$ cat src/rtl/walk_req_sched.sv
module walk_req_sched #(
  parameter int AW       = 32,
  parameter int DW       = 64,
  parameter int WB_DEPTH = 4,
  parameter int CNT_W    = 4
) (
  input  logic          clk,
  input  logic          rst_n,
  input  logic          rd_push,
  input  logic [AW-1:0] rd_push_addr,
  input  logic          wb_push,
  input  logic [AW-1:0] wb_push_addr,
  input  logic [DW-1:0] wb_push_data,
  output logic          req_valid,
  input  logic          req_ready,
  output logic          req_write,
  output logic [AW-1:0] req_addr,
  output logic [DW-1:0] req_data,
  input  logic          port_retry,
  input  logic          rsp_valid,
  input  logic          rsp_nack,
  input  logic          rsp_write,
  input  logic [AW-1:0] rsp_addr,
  input  logic [DW-1:0] rsp_wdata,
  input  logic [DW-1:0] rsp_rdata,
  output logic          rd_data_valid,
  output logic [DW-1:0] rd_data,
  output logic [CNT_W-1:0] inflight,
  output logic          done,
  output logic          wb_overflow
);
  localparam int SP_W  = $clog2(WB_DEPTH + 1);
  localparam int IDX_W = (WB_DEPTH > 1) ? $clog2(WB_DEPTH) : 1;

  logic          rd_pend;
  logic [AW-1:0] rd_addr;
  logic [AW-1:0] st_addr [WB_DEPTH];
  logic [DW-1:0] st_data [WB_DEPTH];
  logic [SP_W-1:0] st_cnt;
  logic          parked;
  logic          nk_pend, nk_write;
  logic [AW-1:0] nk_addr;
  logic [DW-1:0] nk_data;
  logic [CNT_W-1:0] infl;
  logic          done_q, ovf_q;

  logic [IDX_W-1:0] top_idx;
  logic sel_nk, sel_rd, sel_wb, refuse, nk_back, rsp_ok;

  assign top_idx = (st_cnt != '0) ? IDX_W'(st_cnt - 1'b1) : '0;
  assign sel_nk  = nk_pend;
  assign sel_rd  = !nk_pend && !parked && rd_pend;
  assign sel_wb  = !nk_pend && !parked && !rd_pend && (st_cnt != '0);

  assign req_valid = sel_nk || sel_rd || sel_wb;
  assign req_write = sel_nk ? nk_write : sel_wb;
  assign req_addr  = sel_nk ? nk_addr : (sel_rd ? rd_addr : st_addr[top_idx]);
  assign req_data  = sel_nk ? nk_data : (sel_wb ? st_data[top_idx] : '0);

  assign refuse  = req_valid && !req_ready;
  assign nk_back = sel_nk && !req_ready;
  assign rsp_ok  = rsp_valid && !rsp_nack;

  assign rd_data_valid = rsp_ok && !rsp_write;
  assign rd_data       = rsp_rdata;
  assign inflight      = infl;
  assign done          = done_q;
  assign wb_overflow   = ovf_q;

  logic [AW-1:0] n_addr [WB_DEPTH];
  logic [DW-1:0] n_data [WB_DEPTH];
  logic [SP_W-1:0] n_cnt;
  logic ovf_set;

  always_comb begin
    n_addr  = st_addr;
    n_data  = st_data;
    n_cnt   = st_cnt;
    ovf_set = 1'b0;
    if (sel_wb && req_ready) n_cnt = n_cnt - 1'b1;
    if (nk_back && nk_write) begin
      if (n_cnt < SP_W'(WB_DEPTH)) begin
        n_addr[IDX_W'(n_cnt)] = nk_addr;
        n_data[IDX_W'(n_cnt)] = nk_data;
        n_cnt = n_cnt + 1'b1;
      end else ovf_set = 1'b1;
    end
    if (wb_push) begin
      if (n_cnt < SP_W'(WB_DEPTH)) begin
        n_addr[IDX_W'(n_cnt)] = wb_push_addr;
        n_data[IDX_W'(n_cnt)] = wb_push_data;
        n_cnt = n_cnt + 1'b1;
      end else ovf_set = 1'b1;
    end
  end

  logic          n_rd_pend;
  logic [AW-1:0] n_rd_addr;

  always_comb begin
    n_rd_pend = rd_pend;
    n_rd_addr = rd_addr;
    if (sel_rd && req_ready) n_rd_pend = 1'b0;
    if (nk_back && !nk_write) begin
      n_rd_pend = 1'b1;
      n_rd_addr = nk_addr;
    end else if (rd_push && !rd_pend) begin
      n_rd_pend = 1'b1;
      n_rd_addr = rd_push_addr;
    end
  end

  logic [CNT_W-1:0] n_infl;
  assign n_infl = infl + CNT_W'(req_valid && req_ready && !sel_nk)
                       - CNT_W'(rsp_ok) - CNT_W'(nk_back);

  always_ff @(posedge clk) begin
    st_addr <= n_addr;
    st_data <= n_data;
    rd_addr <= n_rd_addr;
    if (rsp_valid && rsp_nack) begin
      nk_write <= rsp_write;
      nk_addr  <= rsp_addr;
      nk_data  <= rsp_wdata;
    end
  end

  always_ff @(posedge clk) begin
    if (!rst_n) begin
      rd_pend <= 1'b0;
      st_cnt  <= '0;
      parked  <= 1'b0;
      nk_pend <= 1'b0;
      infl    <= '0;
      done_q  <= 1'b0;
      ovf_q   <= 1'b0;
    end else begin
      rd_pend <= n_rd_pend;
      st_cnt  <= n_cnt;
      if (refuse) parked <= 1'b1;
      else if (port_retry) parked <= 1'b0;
      nk_pend <= rsp_valid && rsp_nack;
      infl    <= n_infl;
      done_q  <= rsp_ok && (n_infl == '0) && !n_rd_pend && (n_cnt == '0);
      ovf_q   <= ovf_q || ovf_set;
    end
  end

  AST_READ_BEFORE_WB: assert property (@(posedge clk) disable iff (!rst_n)
    (rd_pend && st_cnt != '0 && !parked && !nk_pend) |-> (req_valid && !req_write));
  AST_PARKED_SILENT: assert property (@(posedge clk) disable iff (!rst_n)
    (parked && !nk_pend) |-> !req_valid);
  AST_REFUSE_NO_GROW: assert property (@(posedge clk) disable iff (!rst_n)
    (refuse && !nk_pend) |=> (infl <= $past(infl)));
  AST_RETRY_RESUMES: assert property (@(posedge clk) disable iff (!rst_n)
    (port_retry && !refuse) |=> !parked);
  AST_NACK_REISSUE: assert property (@(posedge clk) disable iff (!rst_n)
    (rsp_valid && rsp_nack) |=> (req_valid && req_addr == $past(rsp_addr)));
  AST_NO_UNDERFLOW: assert property (@(posedge clk) disable iff (!rst_n)
    rsp_ok |-> (infl != '0));
  AST_DONE_DRAINED: assert property (@(posedge clk) disable iff (!rst_n)
    done_q |-> (infl == '0 && !rd_pend && st_cnt == '0 && !nk_pend));
  AST_OVF_STICKY: assert property (@(posedge clk) disable iff (!rst_n)
    ovf_q |=> ovf_q);
  AST_STACK_BOUND: assert property (@(posedge clk) disable iff (!rst_n)
    st_cnt <= SP_W'(WB_DEPTH));
endmodule

$ cat config.mk
export PLATFORM = sky130hd
export DESIGN_NAME = walk_req_sched
export DESIGN_NICKNAME = d
export VERILOG_FILES = /design/src/rtl/walk_req_sched.sv
export SDC_FILE = /design/constraint.sdc
export NUM_CORES = 1
export LEC_CHECK = 0
export ABC_AREA = 0
export BUFFER_PORTS_ARGS = -buffer_cell sky130_fd_sc_hd__clkbuf_2
export CELL_PAD_IN_SITES_DETAIL_PLACEMENT = 1
export CELL_PAD_IN_SITES_GLOBAL_PLACEMENT = 1
export CORE_MARGIN = 4
export CORE_UTILIZATION = 30
export DETAILED_ROUTE_END_ITERATION = 12
export GPL_ROUTABILITY_DRIVEN = 0
export PLACE_DENSITY = 0.69
export SYNTH_ARGS = -nofsm -noshare
export SYNTH_HDL_FRONTEND = slang
export SYNTH_SLANG_ARGS = --single-unit
export TNS_END_PERCENT = 1
$ cat constraint.sdc
create_clock -name clk -period 5.8 [get_ports clk]
set_input_delay 0.87 -clock clk [delete_from_list [all_inputs] [get_ports clk]]
set_output_delay 0.87 -clock clk [all_outputs]
set_load 0.05 [all_outputs]
==> results.sh <==
export IMPL_root_buffer="clkbuf_16"
export IMPL_setup_tns_final_ps=0
export IMPL_syn2layout_area_growth_pct=17.0
export IMPL_synthXorXnorAreaFrac_pct=0.175
export IMPL_p_total_mw=18.4
export IMPL_synth_simple_gate_area_share_pct=10.1
export IMPL_path_max_fanout=41
export IMPL_grt_start_max_net_pins=147
export IMPL_synth_compound_area_share_pct=16.8
export IMPL_yosysMostFrequentCell="nand2_1"
export IMPL_crit_required_ps=4930
export IMPL_finalSetupViolCount=0
export IMPL_post_cts_setup_buffers=0
export IMPL_slew_viol_final=0
export IMPL_worst_pin_slew_ps=1090
export IMPL_wire_per_inst_um=21.4
export IMPL_drt_iter0_drc=895
export IMPL_synth_edff_count=129
export IMPL_yosys_cell_types_count=47
export IMPL_holdBufCountCts=0
export IMPL_hold_viol_final=0
export IMPL_via_count=20149
export IMPL_cellLeakagePower_nw=13.9
export IMPL_yosysTopAreaCellShare_pct=31.8
export IMPL_synth_top_family_by_area="multiplexers"
export IMPL_fill_cells=9449
export IMPL_grt_overflow=0
export IMPL_synth_seq_cells=525
export IMPL_synthesis_nets=2909
export IMPL_use_met2_pct=31.2
export IMPL_p_per_area_nw_per_um2=632
export IMPL_synth_cells=2597
export IMPL_wl_um=83200
export IMPL_synthFlopType="dfxtp_1"
export IMPL_io_buffers=337
export IMPL_die_area_um2=87900
export IMPL_grt_pass1_wl_um=127000
export IMPL_async_flop_share_pct=0
export IMPL_drt_pass1_iter_count=5
export IMPL_antenna_found_initial=6
export IMPL_hpwl_um=51600
export IMPL_yosys_area_share_adder_pct=0.812
export IMPL_use_met1_pct=24.4
export IMPL_initial_core_util_pct=30.3
export IMPL_yosysTopAreaCell="dfxtp_1"
export IMPL_io_pins=466
export IMPL_yosysWarnings=0
export IMPL_cts_resized=0
export IMPL_rsz0062_at_grt="false"
export IMPL_cts_tree="done"
export IMPL_via_per_inst=5.17
export IMPL_die_x_um=296
export IMPL_startpoint="st_cnt[0]$_SDFF_PN0_"
export IMPL_syn_area_um2=25000
export IMPL_cp_start_kind="flop"
export IMPL_ys_seq_area_share_pct=47.3
export IMPL_grt_use_met3_pct=3.57
export IMPL_crit_type="reg -> out"
export IMPL_fin_crit_ps=4950
export IMPL_synthTopCellsByCount="nand2_1, dfxtp_1, mux2i_1"
export IMPL_synth_area_top_cells="dfxtp_1, edfxtp_1, mux2i_1"
export IMPL_peakVddDrop_uv=416
export IMPL_grt_pass1_vias=21064
export IMPL_synth_mux_area_share_pct=18.3
export IMPL_drcViolationCount=0
export IMPL_nets=3083
export IMPL_htree_levels=3
export IMPL_fin_skew_ps=25.3
export IMPL_path_clk_slew_ps=60
export IMPL_drtAntennaViolNets=0
export IMPL_r2r_start="st_cnt[0]$_SDFF_PN0_"
export IMPL_numCtsBuffers=67
export IMPL_cts_sinks=525
export IMPL_crit_arrival_ps=4080
export IMPL_min_delay_start="rsp_wdata[38]"
export IMPL_drv_cap=0
export IMPL_die_y_um=296
export IMPL_slew_headroom_pct=27.4
export IMPL_grt_use_total_pct=18.5
export IMPL_design_core_area_um2=82200
export IMPL_max_freq_mhz=202
export IMPL_fp_row_count=105
export IMPL_clk_latency_ps=600
export IMPL_drive_gt1_share_pct=19.9
export IMPL_busiest_layer="met2"
export IMPL_cts_path_max_buffers=3
export IMPL_hold_path_class="in -> reg"
export IMPL_period_share_pct=85.3
export IMPL_syn_area_per_cell_um2=9.61
export IMPL_status="completed"
export IMPL_end_kind="primary output"
## placed cells by master (no fill, tap or decap), types with 5 or more instances in the layout
cell type,count
clkinv_2,6
mux2_2,64
buf_12,9
ha_1,12
clkbuf_16,69
o22ai_1,32
dfxtp_1,395
a21o_1,65
nand2_1,549
buf_4,28
o21a_1,32
clkbuf_2,337
a21oi_1,5
a31oi_1,65
nor2_1,39
clkbuf_8,12
mux2i_1,385
o21ai_1,320
clkbuf_1,23
o21ai_0,69
o221ai_1,64
edfxtp_1,129
inv_1,15
o311ai_0,32
xnor2_1,5
## worst max-delay path: stages (launching register included)
cell,delay [ps]
dfxtp_1,510
inv_1,220
ha_2,260
nor2b_1,250
a21oi_4,510
buf_4,680
o22ai_1,160
o311ai_0,410
o21a_1,180
clkbuf_2,270
## sequential cells by signal, summed over array words and instances, names as in the netlist
signal,count
nk_write,1
st_data,256
st_cnt,3
rd_addr,32
parked,1
inflight,4
wb_overflow,1
done,1
nk_data,64
st_addr,128
rd_pend,1
nk_pend,1
nk_addr,32
## power by group
part           switching, mW  total, mW  internal, mW
Clock                   1.67       4.16          2.49
Combinational           5.73       8.39          2.65
Sequential             0.729       5.89          5.16
## stage by stage
| step | std cells | hold WS, ps | setup slack, ps | utilization, % | cell area (µm²) |
|---|---|---|---|---|---|
| 2_1_floorplan | 2597 | 487 | 2170 | - | 25000 |
| 5_1_grt | 3895 | 409 | 579 | 35.5 | 29200 |
| 3_3_place_gp | 3772 | 502 | 1450 | 32.8 | 27000 |
| 4_1_cts | 3895 | 393 | 755 | 35.5 | 29200 |
| 6_report | 3896 | 445 | 851 | 35.5 | 29200 |
| 3_5_place_dp | 3772 | 513 | 1370 | 32.8 | 27000 |
## routing by layer
| layer | up-vias | share of wire, % |
|---|---|---|
| li1 | 9601 | - |
| met1 | 9945 | 46 |
| met2 | 467 | 46 |
| met3 | 126 | 5.2 |
| met4 | 10 | 2.3 |
| met5 | - | 0.079 |
## final timing paths
check	to	slack, ps	depth (start not counted)
max reg2reg	st_data[4]$_DFF_P_	1560	12
max	req_addr[22]	850	9
min reg2reg	st_addr[89]$_DFF_P_	520	2
min	nk_data[38]$_DFFE_PP_	450	1
## logic make-up (layout without fill, tap and decap cells)
| logic type | after synthesis | in the layout |
|---|---|---|
| AO/OA/AOI/OAI | 689 | 689 |
| XOR/XNOR | 5 | 5 |
| adder cells (fa/ha/maj) | 15 | 15 |
| buffers and inverters | 285 | 513 |
| flip-flops | 525 | 525 |
| multiplexers | 449 | 449 |
| other | 0 | 1 |
| AND/OR/NAND/NOR | 629 | 629 |
## cell type report
class,instances,area (µm²),share of cell area (%)
tap,1070,1340,4.59
clock buffer,104,1980,6.78
multi-input combinational,1787,11700,40.1
clock inverter,19,223,0.763
antenna,1,2.50,0.00857
sequential,525,11800,40.4
timing repair buffer,374,2080,7.11
inverter,16,60.1,0.206
Power figures use the tool's default switching activity.
